===== src/rtl/pgd_pkg.sv =====
package pgd_pkg;

  localparam int REG_W  = 8;
  localparam int CODE_MAX_W = 3;
  localparam int ELAP_W = 7;

  typedef logic [ELAP_W-1:0] tick_cnt_t;

  // Non-linear delay table, in ticks
  function automatic tick_cnt_t code_to_ticks(input logic [CODE_MAX_W-1:0] c);
    tick_cnt_t r;
    case (c)
      3'd0:    r = 7'd0;
      3'd1:    r = 7'd5;
      3'd2:    r = 7'd10;
      3'd3:    r = 7'd15;
      3'd4:    r = 7'd20;
      3'd5:    r = 7'd50;
      3'd6:    r = 7'd75;
      default: r = 7'd100;
    endcase
    return r;
  endfunction

endpackage


===== src/rtl/pgd_sync.sv =====
module pgd_sync #(
  parameter int WIDTH = 8
) (
  input  logic             clk,
  input  logic             rst_n,
  input  logic [WIDTH-1:0] d_async,
  output logic [WIDTH-1:0] q_sync
);

  logic [WIDTH-1:0] meta_q;
  logic [WIDTH-1:0] stab_q;

  always_ff @(posedge clk or negedge rst_n) begin
    if (!rst_n) begin
      meta_q <= '0;
      stab_q <= '0;
    end else begin
      meta_q <= d_async;
      stab_q <= meta_q;
    end
  end

  assign q_sync = stab_q;

endmodule


===== src/rtl/pgd_tick.sv =====
module pgd_tick #(
  parameter int DIV = 50000
) (
  input  logic clk,
  input  logic rst_n,
  output logic tick
);

  localparam int CW = (DIV > 1) ? $clog2(DIV) : 1;
  localparam logic [CW-1:0] LAST = CW'(DIV - 1);

  logic [CW-1:0] cnt_q;
  logic [CW-1:0] cnt_d;
  logic          wrap;

  assign wrap = (cnt_q == LAST);

  always_comb begin
    if (wrap) cnt_d = '0;
    else      cnt_d = cnt_q + 1'b1;
  end

  always_ff @(posedge clk or negedge rst_n) begin
    if (!rst_n) cnt_q <= '0;
    else        cnt_q <= cnt_d;
  end

  assign tick = wrap;


  cnt_range_chk: assert property (@(posedge clk) disable iff (!rst_n)
    cnt_q <= LAST);

  generate
    if (DIV > 1) begin : g_spaced

      tick_spacing_chk: assert property (@(posedge clk) disable iff (!rst_n)
        tick |=> !tick);
    end
  endgenerate

endmodule


===== src/rtl/pgd_regs.sv =====
module pgd_regs
  import pgd_pkg::*;
(
  input  logic             clk,
  input  logic             rst_n,
  input  logic             wr,
  input  logic             addr,
  input  logic [REG_W-1:0] wdata,
  output logic [REG_W-1:0] rdata,
  output logic [REG_W-1:0] dly_cfg,
  output logic [2:0]       dir_en,
  output logic [2:0]       dir_lvl
);

  logic [REG_W-1:0] dly_q, dly_d;
  logic [2:0]       en_q, en_d;
  logic [2:0]       lvl_q, lvl_d;
  logic             wr_dly, wr_ctl;

  assign wr_dly = wr && (addr == 1'b0);
  assign wr_ctl = wr && (addr == 1'b1);

  always_comb begin
    dly_d = dly_q;
    en_d  = en_q;
    lvl_d = lvl_q;
    if (wr_dly) dly_d = wdata;
    if (wr_ctl) begin
      en_d  = wdata[2:0];
      lvl_d = wdata[6:4];
    end
  end

  always_ff @(posedge clk or negedge rst_n) begin
    if (!rst_n) begin
      dly_q <= '0;
      en_q  <= '0;
      lvl_q <= '0;
    end else begin
      dly_q <= dly_d;
      en_q  <= en_d;
      lvl_q <= lvl_d;
    end
  end

  always_comb begin
    if (addr) rdata = {1'b0, lvl_q, 1'b0, en_q};
    else      rdata = dly_q;
  end

  assign dly_cfg = dly_q;
  assign dir_en  = en_q;
  assign dir_lvl = lvl_q;


  dly_write_chk: assert property (@(posedge clk) disable iff (!rst_n)
    (wr && !addr) |=> (dly_cfg == $past(wdata)));


  ctl_write_chk: assert property (@(posedge clk) disable iff (!rst_n)
    (wr && addr) |=> (dir_en == $past(wdata[2:0])) && (dir_lvl == $past(wdata[6:4])));


  idle_hold_chk: assert property (@(posedge clk) disable iff (!rst_n)
    !wr |=> $stable(dly_cfg) && $stable(dir_en) && $stable(dir_lvl));

endmodule


===== src/rtl/pgd_channel.sv =====
module pgd_channel
  import pgd_pkg::*;
#(
  parameter int CODE_W = 3
) (
  input  logic              clk,
  input  logic              rst_n,
  input  logic              tick,
  input  logic              grp_ok,
  input  logic [CODE_W-1:0] code,
  input  logic              dir_en,
  input  logic              dir_lvl,
  output logic              pg
);

  logic [CODE_MAX_W-1:0] code_x;
  tick_cnt_t             target;
  tick_cnt_t             elap_q, elap_d;
  logic                  pg_q, pg_d;
  logic                  elap_sat;
  logic                  reached;

  generate
    if (CODE_W < CODE_MAX_W) begin : g_short
      assign code_x = {{(CODE_MAX_W-CODE_W){1'b0}}, code};
    end else begin : g_full
      assign code_x = code;
    end
  endgenerate

  assign target   = code_to_ticks(code_x);
  assign elap_sat = &elap_q;
  assign reached  = (elap_q >= target);

  always_comb begin
    if (!grp_ok)                elap_d = '0;
    else if (tick && !elap_sat) elap_d = elap_q + 1'b1;
    else                        elap_d = elap_q;
  end

  always_comb begin
    if (dir_en) pg_d = dir_lvl;
    else        pg_d = grp_ok && reached;
  end

  always_ff @(posedge clk or negedge rst_n) begin
    if (!rst_n) begin
      elap_q <= '0;
      pg_q   <= 1'b0;
    end else begin
      elap_q <= elap_d;
      pg_q   <= pg_d;
    end
  end

  assign pg = pg_q;


  drop_clears_chk: assert property (@(posedge clk) disable iff (!rst_n)
    !grp_ok |=> (elap_q == '0));


  drop_deasserts_chk: assert property (@(posedge clk) disable iff (!rst_n)
    (!grp_ok && !dir_en) |=> !pg);


  count_step_chk: assert property (@(posedge clk) disable iff (!rst_n)
    grp_ok |=> (elap_q == $past(elap_q)) || (elap_q == $past(elap_q) + 7'd1));


  rise_gated_chk: assert property (@(posedge clk) disable iff (!rst_n)
    ($rose(pg) && !$past(dir_en)) |-> ($past(elap_q) >= $past(target)));


  direct_follow_chk: assert property (@(posedge clk) disable iff (!rst_n)
    dir_en |=> (pg == $past(dir_lvl)));

endmodule


===== src/rtl/pgd_seq.sv =====
module pgd_seq
  import pgd_pkg::*;
#(
  parameter int NRAIL    = 8,
  parameter int TICK_DIV = 50000
) (
  input  logic                 clk,
  input  logic                 rst_n,
  input  logic                 reg_wr,
  input  logic                 reg_addr,
  input  logic [REG_W-1:0]     reg_wdata,
  output logic [REG_W-1:0]     reg_rdata,
  input  logic [NRAIL-1:0]     rail_good,
  input  logic [3*NRAIL-1:0]   grp_mask,
  output logic [2:0]           pg_out
);

  localparam int NPIN = 3;

  logic [REG_W-1:0] dly_cfg;
  logic [NPIN-1:0]  dir_en;
  logic [NPIN-1:0]  dir_lvl;
  logic [NRAIL-1:0] rail_s;
  logic             tick;

  pgd_regs u_regs (
    .clk     (clk),
    .rst_n   (rst_n),
    .wr      (reg_wr),
    .addr    (reg_addr),
    .wdata   (reg_wdata),
    .rdata   (reg_rdata),
    .dly_cfg (dly_cfg),
    .dir_en  (dir_en),
    .dir_lvl (dir_lvl)
  );

  pgd_sync #(.WIDTH(NRAIL)) u_sync (
    .clk     (clk),
    .rst_n   (rst_n),
    .d_async (rail_good),
    .q_sync  (rail_s)
  );

  pgd_tick #(.DIV(TICK_DIV)) u_tick (
    .clk   (clk),
    .rst_n (rst_n),
    .tick  (tick)
  );

  genvar p;
  generate
    for (p = 0; p < NPIN; p++) begin : g_pin
      // Field placement is fixed by the register layout
      localparam int CW  = (p == 0) ? 2 : 3;
      localparam int LSB = (p == 0) ? 0 : ((p == 1) ? 5 : 2);

      logic [NRAIL-1:0] msk;
      logic             grp_ok;

      assign msk    = grp_mask[p*NRAIL +: NRAIL];
      assign grp_ok = (|msk) && ((rail_s & msk) == msk);

      pgd_channel #(.CODE_W(CW)) u_ch (
        .clk     (clk),
        .rst_n   (rst_n),
        .tick    (tick),
        .grp_ok  (grp_ok),
        .code    (dly_cfg[LSB +: CW]),
        .dir_en  (dir_en[p]),
        .dir_lvl (dir_lvl[p]),
        .pg      (pg_out[p])
      );


      empty_mask_chk: assert property (@(posedge clk) disable iff (!rst_n)
        ((msk == '0) && !dir_en[p]) |=> !pg_out[p]);


      rail_lost_chk: assert property (@(posedge clk) disable iff (!rst_n)
        (((rail_s & msk) != msk) && !dir_en[p]) |=> !pg_out[p]);
    end
  endgenerate

endmodule


===== config.mk =====
export PLATFORM = sky130hd
export DESIGN_NAME = pgd_seq
export DESIGN_NICKNAME = d
export VERILOG_FILES = /design/src/rtl/pgd_pkg.sv /design/src/rtl/pgd_sync.sv /design/src/rtl/pgd_tick.sv /design/src/rtl/pgd_regs.sv /design/src/rtl/pgd_channel.sv /design/src/rtl/pgd_seq.sv
export SDC_FILE = /design/constraint.sdc
export NUM_CORES = 1
export LEC_CHECK = 0
export ABC_AREA = 1
export BUFFER_PORTS_ARGS = -buffer_cell sky130_fd_sc_hd__clkbuf_2
export CORE_MARGIN = 10
export CORE_UTILIZATION = 45
export CTS_CLUSTER_DIAMETER = 120
export CTS_CLUSTER_SIZE = 12
export DETAILED_ROUTE_END_ITERATION = 10
export PLACE_DENSITY_LB_ADDON = 0.12
export SYNTH_ARGS = -nofsm -noshare
export SYNTH_HDL_FRONTEND = slang
export SYNTH_HIERARCHICAL = 1
export SYNTH_SLANG_ARGS = --single-unit

===== constraint.sdc =====
create_clock -name clk -period 1.9 [get_ports clk]
set_clock_uncertainty 0.1 [all_clocks]
set_input_delay 0.38 -clock clk [delete_from_list [all_inputs] [get_ports clk]]
set_output_delay 0.38 -clock clk [all_outputs]
set_load 0.02 [all_outputs]

# Word level (Yosys, flattened, before mapping)
# Cells that the tools add are included.
[op_classes] n_addsub=4 n_lt_le_gt_ge=3 eq_ne=22 n_mux=14 bitwise=4 n_reduce_logical=23
[ops] operator="7-bit one-hot mux with 7 select lines" count=2
[ops] operator="7-bit 2-to-1 mux" count=6
[ops] operator="7-bit one-hot mux with 4 select lines" count=1
[ops] operator="8-bit AND" count=3
[ops] operator="8-bit equality test" count=3
[ops] operator="8-bit OR reduction" count=3
[ops] operator="7-bit by 1-bit adder with 7-bit output, second input constant" count=3
[ops] operator="7-bit greater-or-equal comparator" count=3
[ops] operator="7-bit AND reduction" count=3
[ops] operator="3-bit equality test, second input constant" count=6
[ops] operator="16-bit by 1-bit adder with 16-bit output, second input constant" count=1
[ops] operator="16-bit equality test, second input constant" count=1
[ops] operator="16-bit 2-to-1 mux" count=1
[ops] operator="3-bit by 2-bit equality test with 1-bit output, second input constant" count=4
[ops] operator="1-bit logical AND" count=11
[ops] operator="3-bit zero test" count=3
[ops] operator="8-bit 2-to-1 mux" count=1
[ops] operator="3-bit by 1-bit equality test with 1-bit output, second input constant" count=2
[ops] operator="2-bit != test, second input constant" count=3
[ops] operator="2-bit equality test, second input constant" count=2
[ops] operator="1-bit zero test" count=3
[ops] operator="1-bit 2-to-1 mux" count=3
[ops] operator="2-bit by 1-bit equality test with 1-bit output, second input constant" count=1
[ops] operator="1-bit inverter" count=1
[totals] register_bits=70 in_bits=44 out_inout_bits=11 word_cells=82

# Depth between registers and ports, before layout
[logic_depth] depth_word=5 depth_mapped=12 depth_no_buf=12

# By module
# Netlist, hierarchy kept.
[by_module_without_submodules] mod="pgd_tick" n_inst=1 cells_per_inst=121 area_per_inst_um2=877.1 seq_area_each_um2=400.4
[by_module_without_submodules] mod="pgd_regs" n_inst=1 cells_per_inst=86 area_per_inst_um2=723.2 seq_area_each_um2=350.3
[by_module_without_submodules] mod="pgd_channel (g_pin[2].u_ch)" n_inst=1 cells_per_inst=97 area_per_inst_um2=655.6 seq_area_each_um2=200.2
[by_module_without_submodules] mod="pgd_channel (g_pin[1].u_ch)" n_inst=1 cells_per_inst=96 area_per_inst_um2=653.1 seq_area_each_um2=200.2
[by_module_without_submodules] mod="pgd_channel (g_pin[0].u_ch)" n_inst=1 cells_per_inst=77 area_per_inst_um2=563.0 seq_area_each_um2=200.2
[by_module_without_submodules] mod="pgd_sync" n_inst=1 cells_per_inst=16 area_per_inst_um2=400.4 seq_area_each_um2=400.4
[by_module_without_submodules] mod="pgd_seq" n_inst=1 cells_per_inst=77 area_per_inst_um2=289.0 seq_area_each_um2=0.0

# Least setup slack after synthesis
# Ideal clock, no wire load.
[synth_path] path_type="flip-flop to flip-flop" start="register u_tick.cnt_q[0]" end="register g_pin[0].u_ch.elap_q[3]" setup_time_ps=118 t_arrival_ps=1531 t_required_ps=1682 path_slack_ps=151 stages_incl_launch_ff=11 path_buffers=0 period_less_slack_ps=1749 path_cell_list="dfrtp_1 > ha_1 > nand3_2 > nor2_1 > nand2_2 > inv_2 > inv_1 > nor2_2 > nor2_4 > nand2_1 > nand2_1"
[synth_via] elab_chain_len=3
[synth_lines] element="from (decl)" line="pgd_tick.sv:12" text="logic [CW-1:0] cnt_q;"
[synth_lines] element="from (signal assigned)" line="pgd_tick.sv:25" text="else cnt_q <= cnt_d;"
[synth_lines] element="16-bit equality test" line="pgd_tick.sv:16" text="assign wrap = (cnt_q == LAST);"
[synth_lines] element="named net tick" line="pgd_seq.sv:24" text="logic tick;"
[synth_lines] element="1-bit logical AND" line="pgd_channel.sv:37" text="else if (tick && !elap_sat) elap_d = elap_q + 1'b1;"
[synth_lines] element="2-bit != test (no source line)"
[synth_lines] element="to (signal assigned)" line="pgd_channel.sv:51" text="elap_q <= elap_d;"
[synth_lines] element="to (decl)" line="pgd_channel.sv:18" text="tick_cnt_t elap_q, elap_d;"
# The timed path passes the listed nets, and every way through them passes these cells.
# A chain may end at the register's enable or synchronous reset.

# Worst setup path in the final report
# Ends and elaborated chain as after synthesis.

==> impl_metrics.tcl <==
set metrics [dict create \
    drt-pass1-iter-count 4 \
    cp-start-kind "flip-flop" \
    antenna_found_initial 0 \
    synthArstFlopShare_pct 100.0 \
    die-height_um 116.2 \
    drv_slew 0 \
    synthDistinctLibCells 29 \
    ios 55 \
    relSlewSlack_pct 74.45 \
    hold_class "input pin to flip-flop" \
    final_cells 759 \
    area.growth.synth_to_final_pct 16.90 \
    ant_nets 0 \
    setup_violations 0 \
    path_cells "ha_1 > nand3_2 > nor2_1 > nand2_2 > inv_4 > inv_1 > nor2_4 > nor2_4 > nand2_1 > nand2_1" \
    r2r_slack_ns 0.15 \
    portBuffers 54 \
    critical-path-max-stage-delay_ns 0.39 \
    synth_cells 570 \
    yosys_register_bits 70 \
    synth_area_leaders "dfrtp_1, nand2_1, ha_1" \
    die_x_um 116.2 \
    hold_end "u_sync/meta_q[2]" \
    wl_um 9062 \
    grt_pass1_wl_um 15890 \
    hold_viol 0 \
    fin_util_pct 53.41 \
    ys_seq_area_share_pct 42.09 \
    synthesis.nets 636 \
    htree_levels 3 \
    yosys_warnings 6 \
    vias 3621 \
    synth_edf_count 0 \
    nFillCells 876 \
    regToRegStartpoint "u_tick/cnt_q[0]" \
    hpwl_um 7035 \
    clock-root-buffer "clkbuf_8" \
    fmax_mhz 572.6 \
    total_power_mw 3.443 \
    synth_top_area_share_pct 42.09 \
    coreArea_mm2 0.009109 \
    dpl_cell_area_mm2 0.004592 \
    synth_top_family_by_area "simple AND/OR/NAND/NOR gates" \
    holdPathStages 1 \
    r2r-end "g_pin[0].u_ch/elap_q[3]" \
    arrival_ns 1.89 \
    diodes 0 \
    drt_iter0_drc 196 \
    fin_area_mm2 0.004865 \
    clock-sinks 70 \
    yosysTopAreaCell "dfrtp_1" \
    wire_per_inst_um 11.94 \
    placed_cells 740 \
    ir_drop_uv 420.7 \
    synthTopCellsByCount "nand2_1, dfrtp_1, inv_1, nor2_1, nand3_1" \
    drv_cap 0 \
    finalCritPeriodShare_pct 91.91 \
    yosys-mux-area-fraction_pct 0 \
    min_period_ns 1.746 \
    hold_start "rail_good[2]" \
    gp_congestion 0.8220 \
    cts.clk_slew.worst_paths_ns 0.08 \
    crit_slowest_cell "dfrtp_1" \
    grt_max_degree 32 \
    worstSetupEndpointType "flip-flop" \
    synth_area_mm2 0.004161 \
    synth_area_per_cell_um2 7.301 \
    vias_per_cell 4.771 \
    path_class "flip-flop to flip-flop" \
    rsz0062_at_grt "no" \
    initial_core_util_pct 45.69 \
    grt_pass1_vias 3594 \
    fin_tns_setup_ns 0 \
    p_leak_nw 2.694 \
    tightest_slew_ns 0.3832 \
    tritoncts.num_buffers 9 \
    die-area_mm2 0.01349 \
    synth_simple_gate_area_share_pct 38.82 \
    track_usage_pct 14.46 \
    clkLatencyLatePin_ns 0.35 \
    synth_fa_ha_area_share_pct 6.615 \
    cts_tree "built" \
    drive_above_1_share_pct 16.82 \
    required_ns 2.04 \
    fin_nets 709 \
    synth-compound-area-share_pct 2.135 \
    grt_overflow 0 \
    crit_path_max_fanout 8 \
    worstSetupStartpoint "u_tick/cnt_q[0]" \
    drc_errors 0 \
    placementRows 35 \
    rr_worst_depth 10 \
    cts_buffer_depth 2 \
    ys.flop_type "dfrtp_1" \
    yosysMostFrequentCell "nand2_1" \
    synthXorXnorAreaFrac_pct 1.894 \
    p_per_area_mw_per_mm2 707.7 \
    status "completed" \
]
[layout by cell type, fill, tap and decap left out, types with 9 or more instances in the layout]
master and n:
clkbuf_8 9, buf_4 12, nand4_1 14, nand2_1 223, nand3_1 36, xor2_1 9, ha_1 22, nor2_1 68
dfrtp_1 70, a21oi_1 9, inv_1 68, clkbuf_2 53
[logic make-up (layout without fill, tap and decap cells)]
kind of cell | count (synthesis) | in the layout
flip-flops | 70 | 70
XOR/XNOR | 9 | 9
buffers and inverters | 78 | 156
AND/OR/NAND/NOR | 374 | 374
AO/OA/AOI/OAI | 17 | 17
adder cells (fa/ha/maj) | 22 | 22
[where the power goes]
group	switching, mW	internal [mW]
logic	0.301	0.192
registers	0.0519	1.55
clock network	0.600	0.749
total	0.952	2.49
[state kept, by name, summed over array words and instances (netlist names)]
name               count
u_tick/cnt_q          16
u_sync/q_sync          8
g_pin.u_ch/elap_q     21
u_regs/dly_cfg         8
u_regs/dir_en          3
u_regs/dir_lvl         3
g_pin.u_ch/pg          3
u_sync/meta_q          8
[worst max-delay path by stage]
stage / cells past startpoint / endpoint / slack (ns)
after floorplan: 10 / g_pin[0].u_ch/elap_q[3] / 0.15
after global placement: 10 / g_pin[0].u_ch/elap_q[3] / 0.13
after detailed placement: 10 / g_pin[0].u_ch/elap_q[3] / 0.07
after CTS: 10 / g_pin[0].u_ch/elap_q[3] / 0.06
after global routing: 10 / g_pin[0].u_ch/elap_q[3] / 0.03
final: 10 / g_pin[0].u_ch/elap_q[3] / 0.15
[per-layer routing]
layer	global-route usage, %	vias up	wire [um]	part of all wire, %
met5	0	-	0	0
met4	3.837	0	88	0.97
met3	5.033	6	510	5.6
met2	23.51	71	4263	47
met1	17.90	1618	4199	46
li1	-	1926	-	-
[stage by stage]
step | hold slack (ns) | worst slack [ns]
CTS | 0.01589 | 0.06262
global placement | 0.2331 | 0.1287
finish | 0.03259 | 0.1536
global route | 0.009343 | 0.02535
detailed placement | 0.2347 | 0.07396
floorplan | -0.01559 | 0.1510
[area by class of cell]
cell class | instances | area, um2 | area share, %
timing repair buffer | 68 | 390.4 | 8.025
multi-input combinational | 422 | 2083 | 42.82
clock buffer | 10 | 127.6 | 2.623
inverter | 72 | 280.3 | 5.761
clock inverter | 6 | 92.59 | 1.903
tap | 111 | 138.9 | 2.855
sequential | 70 | 1752 | 36.01
[critical path, delay by kind of cell, from the launching register on]
| kind | cells | cell delay, ns |
|---|---|---|
| simple gates | 7 | 0.71 |
| fa+ha+maj | 1 | 0.22 |
| buf+inv | 2 | 0.21 |
| flops | 1 | 0.39 |
[what timing repair did]
item | 4_1_cts | 5_1_grt
setup buffers | 0 | 2
gates resized for setup | 0 | 6
setup endpoints to repair | 0 | 16
hold buffers | 1 | 0
hold endpoints to repair | 45 | 0
Note: power is estimated with default switching activity, not from simulation.
